[config.mk]
export PLATFORM = sky130hd
export DESIGN_NAME = clk_src_select
export DESIGN_NICKNAME = d
export VERILOG_FILES = /design/src/rtl/clk_src_pkg.sv /design/src/rtl/clk_src_ctrl.sv /design/src/rtl/clk_src_datapath.sv /design/src/rtl/clk_src_select.sv
export SDC_FILE = /design/constraint.sdc
export NUM_CORES = 1
export LEC_CHECK = 0
export ABC_AREA = 0
export BUFFER_PORTS_ARGS = -buffer_cell sky130_fd_sc_hd__buf_2
export CAP_MARGIN = 40
export CORE_ASPECT_RATIO = 1.2
export CORE_MARGIN = 10
export CORE_UTILIZATION = 40
export DETAILED_ROUTE_END_ITERATION = 7
export PLACE_DENSITY = 0.78
export SETUP_SLACK_MARGIN = 0.2
export SLEW_MARGIN = 10
export SYNTH_ARGS = -nofsm -noshare
export SYNTH_HDL_FRONTEND = slang
export SYNTH_SLANG_ARGS = --single-unit
[constraint.sdc]
create_clock -name clk -period 1.3 [get_ports clk]
set_input_delay 0.13 -clock clk [delete_from_list [all_inputs] [get_ports clk]]
set_output_delay 0.13 -clock clk [all_outputs]
set_load 0.02 [all_outputs]
[src/rtl/clk_src_pkg.sv]
package clk_src_pkg;
  localparam int FS_W    = 5;
  localparam int M_W     = 5;
  localparam int N_W     = 9;
  localparam int RCODE_W = 3;
  localparam int DIV_W   = 4;
  localparam logic [RCODE_W-1:0] BAD_RCODE = '1;

  typedef struct packed {
    logic capStraps;
    logic takeTimeout;
    logic takeFreq;
    logic takeMn;
    logic takeRatio;
    logic badRatio;
  } strobe_t;

  typedef struct packed {
    logic [DIV_W-1:0] cpu;
    logic [DIV_W-1:0] r66;
    logic [DIV_W-1:0] pci;
  } ratio_t;

  function automatic ratio_t decodeRatio(input logic [RCODE_W-1:0] code);
    ratio_t r;
    r.cpu = (code[2] == 1'b0) ? ((code[1:0] == 2'b11) ? 4'd3 : 4'd2)
                              : ((code[1] == 1'b1) ? 4'd6 : 4'd4);
    case (code)
      3'd0, 3'd4: r.r66 = 4'd4;
      3'd1:       r.r66 = 4'd5;
      default:    r.r66 = 4'd6;
    endcase
    r.pci = r.r66 << 1;
    return r;
  endfunction
endpackage

[src/rtl/clk_src_ctrl.sv]
module clk_src_ctrl
  import clk_src_pkg::*;
(
  input  logic                 clk,
  input  logic                 rst_n,
  input  logic                 pwrGoodPdN,
  input  logic                 wrFreq,
  input  logic                 wrMn,
  input  logic [RCODE_W-1:0]   wrRatio,
  input  logic                 wdTimeout,
  output strobe_t              strobes,
  output logic                 strapsValid,
  output logic                 powerDown
);
  logic capturedQ;
  logic powerDownQ;

  always_comb begin
    strobes.capStraps   = pwrGoodPdN & ~capturedQ;
    strobes.takeTimeout = wdTimeout;
    strobes.takeFreq    = wrFreq & ~wdTimeout;
    strobes.takeMn      = wrMn;
    strobes.takeRatio   = wrMn & (wrRatio != BAD_RCODE);
    strobes.badRatio    = wrMn & (wrRatio == BAD_RCODE);
  end

  always_ff @(posedge clk or negedge rst_n) begin
    if (!rst_n) begin
      capturedQ  <= 1'b0;
      powerDownQ <= 1'b0;
    end else begin
      if (strobes.capStraps) capturedQ <= 1'b1;
      powerDownQ <= capturedQ & ~pwrGoodPdN;
    end
  end

  assign strapsValid = capturedQ;
  assign powerDown   = powerDownQ;
endmodule

[src/rtl/clk_src_datapath.sv]
module clk_src_datapath
  import clk_src_pkg::*;
(
  input  logic                 clk,
  input  logic                 rst_n,
  input  strobe_t              strobes,
  input  logic [FS_W-1:0]      strapFs,
  input  logic                 strapMode,
  input  logic                 wrSwSelEn,
  input  logic [FS_W-1:0]      wrSwCode,
  input  logic                 wrMnEn,
  input  logic [M_W-1:0]       wrM,
  input  logic [N_W-1:0]       wrN,
  input  logic [RCODE_W-1:0]   wrRatio,
  input  logic                 safeReloadEn,
  input  logic [FS_W-1:0]      safeCode,
  output logic [FS_W-1:0]      activeIdx,
  output logic                 useMn,
  output logic [M_W-1:0]       mDiv,
  output logic [N_W-1:0]       nDiv,
  output ratio_t               ratios,
  output logic [FS_W:0]        strapReadback,
  output logic                 ratioErr
);
  logic [FS_W-1:0]    strapFsQ;
  logic               strapModeQ;
  logic               swSelEnQ;
  logic [FS_W-1:0]    swCodeQ;
  logic               overrideQ;
  logic [FS_W-1:0]    wdCodeQ;
  logic               mnEnQ;
  logic [M_W-1:0]     mQ;
  logic [N_W-1:0]     nQ;
  logic [RCODE_W-1:0] ratioCodeQ;
  logic               ratioErrQ;

  always_ff @(posedge clk or negedge rst_n) begin
    if (!rst_n) begin
      strapFsQ   <= '0;
      strapModeQ <= 1'b0;
    end else if (strobes.capStraps) begin
      strapFsQ   <= strapFs;
      strapModeQ <= strapMode;
    end
  end

  always_ff @(posedge clk or negedge rst_n) begin
    if (!rst_n) begin
      swSelEnQ  <= 1'b0;
      swCodeQ   <= '0;
      overrideQ <= 1'b0;
      wdCodeQ   <= '0;
    end else if (strobes.takeTimeout) begin
      overrideQ <= 1'b1;
      wdCodeQ   <= safeReloadEn ? safeCode : strapFsQ;
    end else if (strobes.takeFreq) begin
      overrideQ <= 1'b0;
      swSelEnQ  <= wrSwSelEn;
      swCodeQ   <= wrSwCode;
    end
  end

  always_ff @(posedge clk or negedge rst_n) begin
    if (!rst_n) begin
      mnEnQ <= 1'b0;
      mQ    <= '0;
      nQ    <= '0;
    end else begin
      if (strobes.takeMn) begin
        mQ <= wrM;
        nQ <= wrN;
      end
      if (strobes.takeTimeout)  mnEnQ <= 1'b0;
      else if (strobes.takeMn)  mnEnQ <= wrMnEn;
    end
  end

  always_ff @(posedge clk or negedge rst_n) begin
    if (!rst_n) begin
      ratioCodeQ <= '0;
      ratioErrQ  <= 1'b0;
    end else if (strobes.takeRatio) begin
      ratioCodeQ <= wrRatio;
      ratioErrQ  <= 1'b0;
    end else if (strobes.badRatio) begin
      ratioErrQ  <= 1'b1;
    end
  end

  always_comb begin
    if (overrideQ)     activeIdx = wdCodeQ;
    else if (swSelEnQ) activeIdx = swCodeQ;
    else               activeIdx = strapFsQ;
  end

  assign useMn         = mnEnQ;
  assign mDiv          = mQ;
  assign nDiv          = nQ;
  assign ratios        = decodeRatio(ratioCodeQ);
  assign strapReadback = {strapModeQ, strapFsQ};
  assign ratioErr      = ratioErrQ;
endmodule

[src/rtl/clk_src_select.sv]
module clk_src_select
  import clk_src_pkg::*;
(
  input  logic               clk,
  input  logic               rst_n,
  input  logic               pwrGoodPdN,
  input  logic [FS_W-1:0]    strapFs,
  input  logic               strapMode,
  input  logic               wrFreq,
  input  logic               wrSwSelEn,
  input  logic [FS_W-1:0]    wrSwCode,
  input  logic               wrMn,
  input  logic               wrMnEn,
  input  logic [M_W-1:0]     wrM,
  input  logic [N_W-1:0]     wrN,
  input  logic [RCODE_W-1:0] wrRatio,
  input  logic               safeReloadEn,
  input  logic [FS_W-1:0]    safeCode,
  input  logic               wdTimeout,
  output logic [FS_W-1:0]    activeIdx,
  output logic               useMn,
  output logic [M_W-1:0]     mDiv,
  output logic [N_W-1:0]     nDiv,
  output logic [DIV_W-1:0]   cpuRatio,
  output logic [DIV_W-1:0]   r66Ratio,
  output logic [DIV_W-1:0]   pciRatio,
  output logic [FS_W:0]      strapReadback,
  output logic               strapsValid,
  output logic               powerDown,
  output logic               ratioErr
);
  strobe_t strobes;
  ratio_t  ratios;

  clk_src_ctrl u_ctrl (
    .clk(clk), .rst_n(rst_n), .pwrGoodPdN(pwrGoodPdN), .wrFreq(wrFreq),
    .wrMn(wrMn), .wrRatio(wrRatio), .wdTimeout(wdTimeout),
    .strobes(strobes), .strapsValid(strapsValid), .powerDown(powerDown)
  );

  clk_src_datapath u_dp (
    .clk(clk), .rst_n(rst_n), .strobes(strobes), .strapFs(strapFs),
    .strapMode(strapMode), .wrSwSelEn(wrSwSelEn), .wrSwCode(wrSwCode),
    .wrMnEn(wrMnEn), .wrM(wrM), .wrN(wrN), .wrRatio(wrRatio),
    .safeReloadEn(safeReloadEn), .safeCode(safeCode),
    .activeIdx(activeIdx), .useMn(useMn), .mDiv(mDiv), .nDiv(nDiv),
    .ratios(ratios), .strapReadback(strapReadback), .ratioErr(ratioErr)
  );

  assign cpuRatio = ratios.cpu;
  assign r66Ratio = ratios.r66;
  assign pciRatio = ratios.pci;
endmodule

==> results.toml <==
[logic_synthesis]
synth_cell_type_count = 24
syn_area_per_cell_um2 = 12.8
ys_ff_latch = 39
synth-compound-area-share_pct = 6.73
ys.warnings.count = 0
synth_xor_area_share_pct = 0
synth_fa_ha_area_share_pct = 0
yosys.area_share.simple_pct = 5.45
synth_area_leaders = "dfrtp_1, mux2_2, mux2i_1"
synthCells = 138
synth_area_um2 = 1770
synth_top_family_by_area = "multiplexers"
synth_mux_area_share_pct = 24.1
ys_seq_area_share_pct = 55.2
yosysTopAreaCell = "dfrtp_1"
synth.top_cell.area_share_pct = 55.2

[route]
post_drt_wl_per_cell_um = 15.4
routed_wirelength_um = 4240
first_pass_iters = 4
drtAntennaViolNets = 0
via_count = 1269
drt_iter0_drc = 20
drc = 0
viasPerCell = 4.61

[critical_path]
crit_type = "flip-flop to output pin"
max_stage_delay_ns = 0.47
crit_chain = "mux2i_1 > o21ai_1 > buf_4"
critPathRequiredTime_ns = 1.17
cp.arrival_ns = 1.23
critPathMaxFanout = 6
cp-end-kind = "output pin"
cp_num_buf_inv = 1
worst_path_max_delay_cell = "dfrtp_2"
start_kind = "flip-flop"
cpLargestDelayFamily = "flip-flops"

[finish]
area_growth_pct = 35.6
num_antenna_cells = 0
drive_gt1_share_pct = 57.1
num-nets-final = 260
fillCellCount = 363
multi_input_area_um2 = 701
fin_util_pct = 56.2
postLayoutCellArea_um2 = 2400
regArea_um2 = 981

[floorplan]
io_pins = 83
die_w_um = 80.7
rows = 26
start_util_pct = 41.5
die_h_um = 92.8
core_um2 = 4260
die-area_um2 = 7490

[timing]
rsz0062_at_grt = "yes"
fmax_ghz = 0.735
min_period_ns = 1.36
finalHoldViolations = 0
setup_ws_ns = -0.0613
setup_violations = 4
fin_crit_sh_pct = 105
report.final.slew_viol_count = 0
skew_ns = 0.00245

[pwr]
power_frac_clock_pct = 25.8
switching_power_mw = 0.864
comb_power_share_pct = 25.2
seqPwrFrac_pct = 49.0
cellLeakagePower_nw = 1.22
swShare_pct = 29.2
p_int_mw = 2.10
powerDensity_nw_per_um2 = 1240
vdd_ir_drop_max_uv = 905

[clock_tree]
htree_levels = 2
cts_sinks = 39
numCtsBuffers = 5
cts_buffer_depth = 2
clk_latency_ns = 0.28
cts_tree = "yes"
clk_pin_slew_ns = 0.07
cts-root-buf = "clkbuf_8"

[grt]
grt_use_total_pct = 11.2
grt_pass1_wl_um = 6770
antenna_found_initial = 0
grt_pass1_vias = 1420
grt-ovfl-total = 0
grt_max_degree = 25

[placed_design]
io_buffer_count = 77
place_area_um2 = 2160
place_congestion = 0.764
detailed_place_hpwl_um = 3360
preCtsSetupSlack_ns = 0.156

[status]
violations = "setup timing"
status = "finished with violations"

[run]
drv_cap = 0

[min_path]
hp-class = "input port to flip-flop"
==> layout by cell type (no fill, tap or decap), drive strengths merged <==
cell type,count
buf,86
dfrtp,39
mux2,26
mux2i,11
clkbuf,7
nor2,6
o21ai,6
nand2,5
a21oi,5
inv,5
conb,5
a21boi,3
a2bb2oi,3
a21o,2
nor2b,2
and3b,1
nor3b,1
and2b,1
nand2b,1
nand4,1
or2,1
clkinv,1
dlygate4sd3,1
==> routing by layer <==
metal / wire length [um] / vias up / global-route usage, %
met1: 1640 / 603 / 11.8
met3: 452 / 2 / 6.19
met2: 2140 / 48 / 19.2
met4: 7 / 0 / 2.17
met5: 0 / - / 0
li1: - / 616 / -
==> logic make-up after synthesis <==
kind of cell	count (synthesis)
AO/OA/AOI/OAI	19
buffers and inverters	22
AND/OR/NAND/NOR	19
other	2
multiplexers	37
flip-flops	39
==> worst register-to-register path: cells and delay by family, from the launching register on <==
family                 cells  cell delay, ns
flip-flops                 1            0.42
multiplexers               1            0.31
buffers and inverters      1            0.18
AND/OR/NAND/NOR            1            0.12
==> worst paths after layout <==
check,from,end,slack [ns],cells after the start
max in group asynchronous,rst_n,u_dp.ratioCodeQ[2],0.53,3
max,u_dp.swSelEnQ,activeIdx[1],-0.06,3
min in group asynchronous,rst_n,u_dp.wdCodeQ[0],0.30,2
min reg2reg,u_dp.nDiv[3],u_dp.nDiv[3],0.50,1
max reg2reg,u_ctrl.strapsValid,u_dp.strapModeQ,0.16,3
min,pwrGoodPdN,u_ctrl.strapsValid,0.06,2
==> Yosys cell counts <==
cell	count
nor2_1	6
buf_6	2
a21boi_0	3
or2_2	1
conb_1	2
nand2b_1	1
dfrtp_1	39
and2b_1	1
mux2i_1	11
clkbuf_1	1
buf_2	3
nand2_1	5
and3b_1	1
o21ai_0	6
a21oi_1	5
buf_4	11
nand4_1	1
mux2_4	6
inv_1	5
nor2b_1	2
a21o_1	2
nor3b_1	1
mux2_2	20
a2bb2oi_1	3
==> sequential cells by signal (all words and copies together), names as in the netlist <==
register            count
u_dp.swSelEnQ           1
u_dp.swCodeQ            5
u_dp.useMn              1
u_dp.mDiv               5
u_dp.strapFsQ           5
u_dp.nDiv               9
u_dp.ratioCodeQ         3
u_dp.strapModeQ         1
u_dp.ratioErr           1
u_dp.overrideQ          1
u_dp.wdCodeQ            5
u_ctrl.strapsValid      1
u_ctrl.powerDown        1
==> area by class of cell <==
| class | instances | area share (%) |
|---|---|---|
| Clock buffer | 7 | 3.19 |
| Clock inverter | 1 | 0.209 |
| Inverter | 5 | 0.783 |
| Multi-Input combinational cell | 80 | 29.2 |
| Sequential cell | 39 | 40.9 |
| Tap cell | 56 | 2.92 |
| Timing Repair Buffer | 87 | 22.7 |
==> metrics by stage <==
| stage | hold WS [ns] | cells | setup TNS [ns] | total power [mW] |
|---|---|---|---|---|
| after global routing | 0.0640 | 275 | -0.597 | 3.13 |
| after floorplan | -0.166 | 141 | 0 | 1.89 |
| after detailed placement | 0.0763 | 261 | 0 | 2.13 |
| final | 0.0556 | 275 | -0.104 | 2.96 |
| after CTS | 0.0477 | 273 | -0.142 | 2.99 |
| after global placement | 0.0724 | 261 | 0 | 2.11 |
==> power by group through the flow <==
stage	clock, mW	sequential (mW)	combinational, mW
6_report	0.764	1.45	0.747
5_1_grt	0.856	1.47	0.808
4_1_cts	0.804	1.45	0.737
3_5_place_dp	0	1.46	0.667
3_3_place_gp	0	1.46	0.654
2_1_floorplan	0	1.52	0.376
==> what timing repair did <==
item                                    in CTS  in global routing
endpoints found under the setup margin      17                 19
setup buffers                                3                  2
gates resized for setup                     27                  6
hold buffers                                 1                  0
pin swaps                                    1                  1
hold endpoints to repair                    15                  0
No activity file was read; power rests on OpenSTA's default activity.
